**src/rtl/cs_pkg.sv**
```systemverilog
`timescale 1ns/1ps
package cs_pkg;
  localparam int ADDR_W   = 24;
  localparam int BASE_LSB = 11;
  localparam int BASE_W   = ADDR_W - BASE_LSB;
  localparam int STRAP_W  = 8;

  typedef enum logic [1:0] {
    WK_BASE = 2'd0,
    WK_OPT  = 2'd1,
    WK_PIN  = 2'd2,
    WK_NONE = 2'd3
  } wr_kind_e;

  // number of low address bits ignored by a block-size code
  function automatic int unsigned blk_shift(input logic [2:0] sz);
    case (sz)
      3'd0:    return 11;
      3'd1:    return 13;
      3'd2:    return 14;
      3'd3:    return 16;
      3'd4:    return 17;
      3'd5:    return 18;
      3'd6:    return 19;
      default: return 20;
    endcase
  endfunction

  function automatic logic addr_hit(input logic [ADDR_W-1:0] a,
                                    input logic [BASE_W-1:0] b,
                                    input logic [2:0] sz);
    logic [ADDR_W-1:0] diff;
    diff = a ^ {b, {BASE_LSB{1'b0}}};
    return (diff >> blk_shift(sz)) == '0;
  endfunction

  function automatic logic dir_hit(input logic [1:0] rw, input logic rd);
    case (rw)
      2'b01:   return rd;
      2'b10:   return !rd;
      2'b11:   return 1'b1;
      default: return 1'b0;
    endcase
  endfunction

  function automatic logic space_hit(input logic [1:0] sp, input logic sup,
                                     input logic cpu);
    if (cpu) return sp == 2'b00;
    return (sp == 2'b11) || (sp == 2'b10 && sup) || (sp == 2'b01 && !sup);
  endfunction

  // strap bit that configures general select g (g >= 1)
  function automatic int strap_index(input int g);
    return 1 + ((g - 1) % 7);
  endfunction
endpackage

```
**src/rtl/cs_regs.sv**
```systemverilog
`timescale 1ns/1ps
module cs_regs
  import cs_pkg::*;
#(
  parameter int NUM_SEL = 12,
  parameter int SEL_W   = 4
) (
  input  logic                              clk,
  input  logic                              rst_n,
  input  logic [STRAP_W-1:0]                strap,
  input  logic                              wr_en,
  input  logic [SEL_W-1:0]                  wr_sel,
  input  logic [1:0]                        wr_kind,
  input  logic [15:0]                       wr_data,
  output logic [NUM_SEL-1:0][BASE_W-1:0]    base_o,
  output logic [NUM_SEL-1:0][2:0]           size_o,
  output logic [NUM_SEL-1:0][1:0]           byte_o,
  output logic [NUM_SEL-1:0][1:0]           rw_o,
  output logic [NUM_SEL-1:0][1:0]           sp_o,
  output logic [NUM_SEL-1:0][1:0]           pin_o
);
  for (genvar i = 0; i < NUM_SEL; i++) begin : g_sel
    localparam logic [2:0] RST_SIZE = (i == 0) ? 3'd7 : 3'd0;
    localparam logic [1:0] RST_EN   = (i == 0) ? 2'b11 : 2'b00;
    logic pin_hi_rst, pin_lo_rst, sel_wr;

    if (i == 0) begin : g_boot
      assign pin_hi_rst = 1'b1;
      assign pin_lo_rst = strap[0];
    end else begin : g_gen
      localparam int SB = strap_index(i);
      assign pin_hi_rst = strap[SB];
      assign pin_lo_rst = 1'b0;
    end

    assign sel_wr = wr_en && (wr_sel == SEL_W'(i));

    always_ff @(posedge clk) begin
      if (!rst_n) begin
        base_o[i] <= '0;
        size_o[i] <= RST_SIZE;
        byte_o[i] <= RST_EN;
        rw_o[i]   <= RST_EN;
        sp_o[i]   <= RST_EN;
        pin_o[i]  <= {pin_hi_rst, pin_lo_rst};
      end else if (sel_wr) begin
        case (wr_kind_e'(wr_kind))
          WK_BASE: begin
            base_o[i] <= wr_data[15:3];
            size_o[i] <= wr_data[2:0];
          end
          WK_OPT: begin
            byte_o[i] <= wr_data[15:14];
            rw_o[i]   <= wr_data[13:12];
            sp_o[i]   <= wr_data[11:10];
          end
          WK_PIN:  pin_o[i] <= wr_data[1:0];
          default: ;
        endcase
      end
    end
  end
endmodule

```
**src/rtl/cs_match.sv**
```systemverilog
`timescale 1ns/1ps
module cs_match
  import cs_pkg::*;
(
  input  logic [ADDR_W-1:0] bus_addr,
  input  logic              bus_rd,
  input  logic              bus_super,
  input  logic              bus_cpu,
  input  logic [BASE_W-1:0] base,
  input  logic [2:0]        size,
  input  logic              enabled,
  input  logic [1:0]        rw,
  input  logic [1:0]        sp,
  output logic              hit
);
  logic a_ok, d_ok, s_ok;
  assign a_ok = addr_hit(bus_addr, base, size);
  assign d_ok = dir_hit(rw, bus_rd);
  assign s_ok = space_hit(sp, bus_super, bus_cpu);
  assign hit  = enabled && a_ok && d_ok && s_ok;
endmodule

```
**src/rtl/cs_unit.sv**
```systemverilog
`timescale 1ns/1ps
module cs_unit
  import cs_pkg::*;
#(
  parameter int NUM_GEN = 11,
  localparam int NUM_SEL = NUM_GEN + 1,
  localparam int SEL_W   = $clog2(NUM_SEL)
) (
  input  logic               clk,
  input  logic               rst_n,
  input  logic [7:0]         strap,
  input  logic [23:0]        bus_addr,
  input  logic               bus_strobe,
  input  logic               bus_rd,
  input  logic               bus_super,
  input  logic               bus_cpu,
  input  logic               wr_en,
  input  logic [SEL_W-1:0]   wr_sel,
  input  logic [1:0]         wr_kind,
  input  logic [15:0]        wr_data,
  output logic [NUM_SEL-1:0] cs_n,
  output logic               boot_port16
);
  logic [NUM_SEL-1:0][BASE_W-1:0] base_v;
  logic [NUM_SEL-1:0][2:0]        size_v;
  logic [NUM_SEL-1:0][1:0]        byte_v, rw_v, sp_v, pin_v;
  logic [NUM_SEL-1:0]             hit_v, pin_cs, byte_en;

  cs_regs #(.NUM_SEL(NUM_SEL), .SEL_W(SEL_W)) u_regs (
    .clk(clk), .rst_n(rst_n), .strap(strap),
    .wr_en(wr_en), .wr_sel(wr_sel), .wr_kind(wr_kind), .wr_data(wr_data),
    .base_o(base_v), .size_o(size_v), .byte_o(byte_v),
    .rw_o(rw_v), .sp_o(sp_v), .pin_o(pin_v)
  );

  for (genvar i = 0; i < NUM_SEL; i++) begin : g_dec
    assign pin_cs[i]  = pin_v[i][1];
    assign byte_en[i] = |byte_v[i];
    cs_match u_match (
      .bus_addr(bus_addr), .bus_rd(bus_rd), .bus_super(bus_super),
      .bus_cpu(bus_cpu), .base(base_v[i]), .size(size_v[i]),
      .enabled(pin_cs[i] && byte_en[i]), .rw(rw_v[i]), .sp(sp_v[i]),
      .hit(hit_v[i])
    );
  end

  always_ff @(posedge clk) begin
    if (!rst_n) cs_n <= '1;
    else        cs_n <= ~(hit_v & {NUM_SEL{bus_strobe}});
  end

  assign boot_port16 = pin_v[0][0];
endmodule

```
**config.mk**
```make
export PLATFORM = sky130hd
export DESIGN_NAME = cs_unit
export DESIGN_NICKNAME = d
export VERILOG_FILES = /design/src/rtl/cs_pkg.sv /design/src/rtl/cs_regs.sv /design/src/rtl/cs_match.sv /design/src/rtl/cs_unit.sv
export SDC_FILE = /design/constraint.sdc
export NUM_CORES = 1
export LEC_CHECK = 0
export BUFFER_PORTS_ARGS = -buffer_cell sky130_fd_sc_hd__buf_4
export CORE_UTILIZATION = 65
export CTS_BUF_LIST = sky130_fd_sc_hd__clkbuf_8
export DETAILED_ROUTE_END_ITERATION = 10
export MAX_ROUTING_LAYER = met4
export PLACE_DENSITY = 0.84
export REMOVE_ABC_BUFFERS = 1
export SLEW_MARGIN = 0
export SYNTH_ARGS = -nofsm -noshare
export SYNTH_HDL_FRONTEND = slang
export SYNTH_SLANG_ARGS = --single-unit
```
**constraint.sdc**
```tcl
create_clock -name clk -period 5.8 [get_ports clk]
set_input_delay 1.16 -clock clk [delete_from_list [all_inputs] [get_ports clk]]
set_output_delay 1.16 -clock clk [all_outputs]
set_load 0.01 [all_outputs]
```
==> results of run 1 <==
kinds of logic (layout without fill, tap and decap cells):
group                      after synthesis  in the layout  synth area share
AOI/OAI and AO/OA                      454            454            0.1958
adders and majority gates                2              2          0.001226
DFF                                    289            289            0.3618
muxes                                  143            143           0.08976
and+or+nand+nor                        814            814            0.2202
xor gates and xnor gates               169            169           0.09068
buffers and inverters                  170            179           0.04047
routing by layer:
layer / up-vias / global-route usage / part of all wire
met5: - / - / 0
li1: 6908 / - / -
met2: 835 / 0.5734 / 0.45
met1: 6960 / 0.4795 / 0.39
met4: 0 / 0.1797 / 0.050
met3: 180 / 0.05553 / 0.11
cell usage after synthesis (37+ instances only):
cell      number
nor2b_1       79
dfxtp_1      277
nand3_1       37
xnor2_1      100
nand2_1      467
mux2i_1      127
a21boi_0     140
xor2_1        69
a21boi_1      52
clkbuf_1     127
a21oi_1       46
nor2_1       115
o21ai_0       67
power by group:
group	switching (mW)	internal, mW
clock network	0.833	0.890
logic	0.260	0.134
registers	0.0101	2.01
sequential cells by signal, summed over array words and instances, names as in the netlist:
name and cells:
cs_n 12, u_regs.base_o 156, u_regs.byte_o 24, u_regs.pin_o 13, u_regs.rw_o 24, u_regs.size_o 36, u_regs.sp_o 24
worst reg2reg max path, cell delays in order (launching register included):
cell	delay, ns
dfxtp_1	0.54
mux2i_1	0.80
nor2_1	0.13
a211oi_1	0.56
o21a_1	0.22
o22ai_1	0.07
a2111oi_0	0.47
o211ai_1	0.15
stage by stage:
| stage | setup WS [ns] | power (mW) | util | instance area, um^2 | hold WS [ns] |
|---|---|---|---|---|---|
| floorplan | 2.900 | 2.248 | - | 15750 | 0.4316 |
| global placement | 2.129 | 2.441 | 0.6816 | 16670 | 0.4496 |
| detailed placement | 2.100 | 2.448 | 0.6816 | 16670 | 0.4568 |
| CTS | 2.636 | 4.139 | 0.7188 | 17580 | 0.4653 |
| global route | 2.280 | 4.259 | 0.7188 | 17580 | 0.4843 |
| finish | 2.499 | 4.142 | 0.7188 | 17580 | 0.4663 |
final cells by class:
cell class	count	area [um^2]	area share
inverter	24	90.09	0.005123
clock buffer	57	784.5	0.04461
multi-input combinational	1582	9757	0.5549
tap	324	405.4	0.02305
clock inverter	30	127.6	0.007258
sequential	289	5906	0.3358
timing repair buffer	68	514.2	0.02924
worst paths after layout:
check	startpoint	end	slack, ns	depth (start not counted)
setup / recovery	wr_en	u_regs.base_o[124]$_SDFFE_PN0P_	2.50	7
hold / removal	u_regs.base_o[98]$_SDFFE_PN0P_	u_regs.base_o[98]$_SDFFE_PN0P_	0.47	2
setup reg to reg	u_regs.size_o[2]$_SDFFE_PN1P_	cs_n[0]$_SDFF_PN1_	2.72	7
hold reg to reg	u_regs.base_o[98]$_SDFFE_PN0P_	u_regs.base_o[98]$_SDFFE_PN0P_	0.47	2
==> impl_metrics.tcl, run 1 <==
set metrics [dict create \
    std_cell_rows 57 \
    fmax_ghz 0.3029 \
    synth_area_um2 16320 \
    gp_congestion 0.9904 \
    critPathMostFrequentCell "nand2_1" \
    cts_resized 0 \
    portBuffers 65 \
    cts_root_buf "clkbuf_8" \
    rsz0062_at_grt "no" \
    slew_viol_final 0 \
    syn_area_per_cell_um2 7.998 \
    crit_family "simple AND/OR/NAND/NOR gates" \
    path_clk_slew_ns 0.06 \
    layout-drive-gt1-share 0.07463 \
    layout_commonest_cell "nand2_1" \
    grt_pass1_wl_mm 73.80 \
    ios 74 \
    tns_ns 0 \
    netlist.area_leader.share 0.3397 \
    wl_per_cell_um 19.81 \
    die_y_um 160.5 \
    vias 14883 \
    path_buf_inv 1 \
    skew_ns 0.01176 \
    first_iter_violations 1808 \
    yosysSeqAreaShare 0.3618 \
    start_util 0.6673 \
    max-cap-violations 0 \
    core_area_um2 24460 \
    crit_path_cell_trace "buf_4 > nand2_1 > nor2_1 > nand2_1 > nor2_1 > nand2_1 > a21boi_0" \
    slew_headroom 0.2033 \
    final_nets 2074 \
    fin_crit_ns 3.301 \
    status "completed" \
    crit_required_ns 6.29 \
    drt-total-wl_mm 47.02 \
    dieArea_um2 25750 \
    min_path_type "register to register" \
    total_leakage_power_nw 6.138 \
    grt_use_total 0.3726 \
    drc 0 \
    final_antenna_net_count 0 \
    synth_area_leaders "dfxtp_1 (34%), nand2_1 (11%), mux2i_1 (7.8%)" \
    drt_first_pass_iters 8 \
    vias_per_cell 6.269 \
    path_class "primary input to register" \
    cts_buffers 48 \
    synth_ff_type "dfxtp_1" \
    grt_pass1_vias 13911 \
    async_flop_share 0 \
    clock_latency_ns 0.58 \
    cpPeakStageDelay_ns 0.98 \
    die_w_um 160.5 \
    antenna_found_initial 0 \
    crit_path_max_fanout 16 \
    crit_slowest_cell "nor2_1" \
    dp_hpwl_mm 28.79 \
    cts_sinks 289 \
    ir_worst_vdd_v 0.0002376 \
    cp-end-kind "register" \
    arrival_ns 3.79 \
    fillCellCount 1905 \
    synth-seq-cells 289 \
    area_delta_synth_final_pct 7.727 \
    final_hold_viol_count 0 \
    post-route-period-util 0.5691 \
    start_kind "primary input" \
    synth_warnings 0 \
    clockBufferDepth 3 \
    diodes 0 \
    grt_max_degree 119 \
    dp.cells 2287 \
    synth_cells 2041 \
    cts_hold_buf 0 \
    grt_overflow 0 \
    cts_setup_buffers 0 \
    power_density_nw_per_um2 235.6 \
    cts_tree "done" \
    synth_top_cell_by_area "dfxtp_1" \
    final_cell_mix "nand2_1 (467), dfxtp_1 (277), a21boi_0 (140)" \
    yosysUniqueCellTypes 75 \
    synth-edff-count 12 \
    setup_viol 0 \
    h-tree-depth 2 \
    worst-slew-pin-transition_ns 1.191 \
    final_cell_count_no_fill 2374 \
]
No activity file was read; power rests on OpenSTA's default activity.
==> run 2: changes to the inputs <==
--- a/config.mk
+++ b/config.mk
@@ -5,12 +5,13 @@
 export SDC_FILE = /design/constraint.sdc
 export NUM_CORES = 1
 export LEC_CHECK = 0
+export ABC_AREA = 1
 export BUFFER_PORTS_ARGS = -buffer_cell sky130_fd_sc_hd__buf_4
-export CORE_UTILIZATION = 65
+export CORE_UTILIZATION = 58
 export CTS_BUF_LIST = sky130_fd_sc_hd__clkbuf_8
 export DETAILED_ROUTE_END_ITERATION = 10
 export MAX_ROUTING_LAYER = met4
-export PLACE_DENSITY = 0.84
+export PLACE_DENSITY = 0.79
 export REMOVE_ABC_BUFFERS = 1
 export SLEW_MARGIN = 0
 export SYNTH_ARGS = -nofsm -noshare
==> constraint.sdc (replaced) <==
create_clock -name clk -period 2.88 [get_ports clk]
set_input_delay 0.576 -clock clk [delete_from_list [all_inputs] [get_ports clk]]
set_output_delay 0.576 -clock clk [all_outputs]
set_load 0.01 [all_outputs]
==> run 2 against run 1 <==
Net effect: hold slack worse by 0.20 ns; critical path depth is 6 higher; cell area is 1.5% higher; sequential power is 100% higher; non-clock buffer count is 17 higher; synthesized area hardly changed; worst setup slack worse by 1.5 ns; routed wire length is 5.2% higher; power is 110% higher; synthesized cell count is 21% higher; register-to-register slack worse by 1.8 ns; combinational power is 130% higher; critical path type is now register to register.
==> impl_metrics.tcl, run 2 <==
set metrics [dict create \
    status "completed" \
    final_nets 2531 \
    cts_resized 0 \
    synth_warnings 0 \
    p_sw_mw 2.369 \
    largest_reg_flops 156 \
    cts_root_buf "clkbuf_8" \
    hold_ws_ns 0.2621 \
    slew_viol_final 0 \
    start_util 0.5895 \
    fmax_ghz 0.5235 \
    ios 74 \
    vias_per_cell 5.714 \
    grt_pass1_wl_mm 77.80 \
    synth-edff-count 12 \
    power.internal_mw 6.462 \
    area_delta_synth_final_pct 9.247 \
    power_frac_comb 0.103 \
    hold_depth 3 \
    rr_startpoint "u_regs.size_o[13]$_SDFFE_PN0P_" \
    final.setup.worst_slack_ns 0.9698 \
    synth_ff_type "dfxtp_1" \
    path_buf_inv 2 \
    cp-end-kind "register" \
    synth_area_leaders "dfxtp_1 (34%), nand2_1 (14%), a21oi_1 (7.9%)" \
    cts_setup_buffers 0 \
    diodes 0 \
    regMostFlops "u_regs.base_o" \
    power_density_nw_per_um2 494.9 \
    rrSetupSlack_ns 0.97 \
    synth_simple_gate_area_frac 0.3008 \
    std_cell_rows 61 \
    die_y_um 169.8 \
    final_hold_viol_count 0 \
    reg2regPathDepth 13 \
    synth-seq-cells 289 \
    crit_path_max_fanout 11 \
    max-cap-violations 0 \
    yosysMostFrequentCell "nand2_1" \
    path_class "register to register" \
    cts_buffers 50 \
    antenna_found_initial 0 \
    fillCellCount 2549 \
    dp_hpwl_mm 30.30 \
    cts_tree "done" \
    tns_ns 0 \
    synthAdderAreaFrac 0 \
    min_to "u_regs.pin_o[0]$_DFFE_PP_" \
    pwr-share-seq 0.463 \
    clock_latency_ns 0.58 \
    portBuffers 65 \
    fin_crit_ns 1.910 \
    layout-drive-gt1-share 0.08021 \
    worstHoldStart "strap[0]" \
    h-tree-depth 2 \
    switching_share 0.2683 \
    place_ws_ns 0.4980 \
    muxShareOfSynthArea 0.0006129 \
    synth_area_um2 16330 \
    synth-compound-area-share 0.1707 \
    crit_path_cell_trace "inv_1 > o21ai_2 > nand2_1 > nand2_1 > nand2_1 > nand2_1 > nand2_1 > inv_1 > nand3_1 > nand2_1 > nand2_1 > nand2_1 > nand2_1" \
    vias 16479 \
    core_area_um2 27710 \
    die_w_um 169.8 \
    placed_area_um2 16830 \
    crit_family "simple AND/OR/NAND/NOR gates" \
    synth_top_family_by_area "simple AND/OR/NAND/NOR gates" \
    dieArea_um2 28830 \
    grt_pass1_vias 15247 \
    cp_num_cells 13 \
    gp_congestion 0.9413 \
    wl_per_cell_um 17.15 \
    crit_required_ns 3.35 \
    skew_ns 0.01583 \
    grt_overflow 0 \
    rr_endpoint "cs_n[4]$_SDFF_PN1_" \
    async_flop_share 0 \
    final_area_um2 17840 \
    yosysSeqAreaShare 0.3616 \
    drc 0 \
    slew_headroom 0.5340 \
    first_iter_violations 1425 \
    start_kind "register" \
    syn_area_per_cell_um2 6.612 \
    netlist.area_leader.share 0.3395 \
    setup_viol 0 \
    worst-slew-pin-transition_ns 0.6989 \
    drt_first_pass_iters 6 \
    netlist_top_cells_count "nand2_1 (617), dfxtp_1 (277), a21oi_1 (258)" \
    path_clk_slew_ns 0.07 \
    crit_slowest_cell "dfxtp_1" \
    final_cell_mix "nand2_1 (617), dfxtp_1 (277), a21oi_1 (258)" \
    ir_worst_vdd_v 0.0003894 \
    largestRegisters "u_regs.base_o x156, u_regs.size_o x36" \
    critPathMostFrequentCell "nand2_1" \
    grt_use_total 0.3553 \
    clockBufferDepth 3 \
    post-route-period-util 0.6633 \
    cts_hold_buf 0 \
    yosysUniqueCellTypes 47 \
    synth_xor_area_frac 0.08044 \
    power_mw 8.831 \
    cts_sinks 289 \
    drt-total-wl_mm 49.47 \
    synth_cells 2470 \
    layout_commonest_cell "nand2_1" \
    arrival_ns 2.38 \
    rsz0062_at_grt "no" \
    total_leakage_power_nw 7.373 \
    cpPeakStageDelay_ns 0.44 \
    min_path_type "primary input to register" \
    clkPwrFrac 0.435 \
    grt_max_degree 168 \
    final_antenna_net_count 0 \
    synth_top_cell_by_area "dfxtp_1" \
]
[run 2: changes by cell type after synthesis, moves of 57 or more]
cell,previous run,this run
nand3_1,37,250
a21oi_1,46,258
nor2_1,115,234
clkbuf_1,127,70
mux2i_1,127,1
o21ai_0,67,205
nor2b_1,79,0
a21boi_0,140,0
nand2_1,467,617
inv_1,22,190
[run 2: cell type report]
cell class	instances	area [um^2]	area share
clock buffer	56	770.7	0.04320
clock inverter	32	241.5	0.01353
inverter	198	744.5	0.04173
multi-input combinational	1846	9031	0.5062
sequential	289	5906	0.3310
tap	378	473.0	0.02651
timing repair buffer	85	675.6	0.03787
[run 2: power by group through the flow]
stage               registers (mW)  clock network, mW  logic [mW]
floorplan                     4.17                  0       0.454
global placement              4.17                  0       0.870
detailed placement            4.17                  0       0.881
CTS                           4.08               3.89       0.885
global route                  4.09               4.06       0.980
finish                        4.08               3.84       0.909
[run 2: worst max-delay path by stage]
stage	start	end	slack [ns]
floorplan	wr_kind[0]	u_regs.size_o[15]$_SDFFE_PN0P_	-3.26
global placement	wr_sel[0]	u_regs.size_o[21]$_SDFFE_PN0P_	0.54
detailed placement	wr_sel[0]	u_regs.size_o[22]$_SDFFE_PN0P_	0.50
CTS	u_regs.size_o[13]$_SDFFE_PN0P_	cs_n[4]$_SDFF_PN1_	1.01
global route	u_regs.size_o[33]$_SDFFE_PN0P_	cs_n[11]$_SDFF_PN1_	0.78
finish	u_regs.size_o[13]$_SDFFE_PN0P_	cs_n[4]$_SDFF_PN1_	0.97
[run 2: cell families (layout without fill, tap and decap cells)]
group                  Yosys count  in the layout
buffers and inverters          335            371
XOR/XNOR                       150            150
multiplexers                     1              1
AO/OA/AOI/OAI                  526            526
flip-flops                     289            289
AND/OR/NAND/NOR               1169           1169
[run 2: metrics by stage]
stage                 util  instances
floorplan                -       2333
global placement    0.6075       2796
detailed placement  0.6075       2796
CTS                 0.6440       2884
global route        0.6440       2884
finish              0.6440       2884
[run 2: worst reg2reg max path, cell delays in order (launching register included)]
cell and delay, ns:
dfxtp_1 0.44, inv_1 0.13, o21ai_2 0.40, nand2_1 0.15
nand2_1 0.12, nand2_1 0.05, nand2_1 0.08, nand2_1 0.07
inv_1 0.06, nand3_1 0.08, nand2_1 0.08, nand2_1 0.05
nand2_1 0.05, nand2_1 0.05
[run 2: routing by layer]
metal,global-route usage,wire length (um),vias up
met5,-,0,-
met4,0.1594,2203,0
met3,0.06133,4956,148
met2,0.5752,22410,733
met1,0.4324,19900,7533
li1,-,-,8065
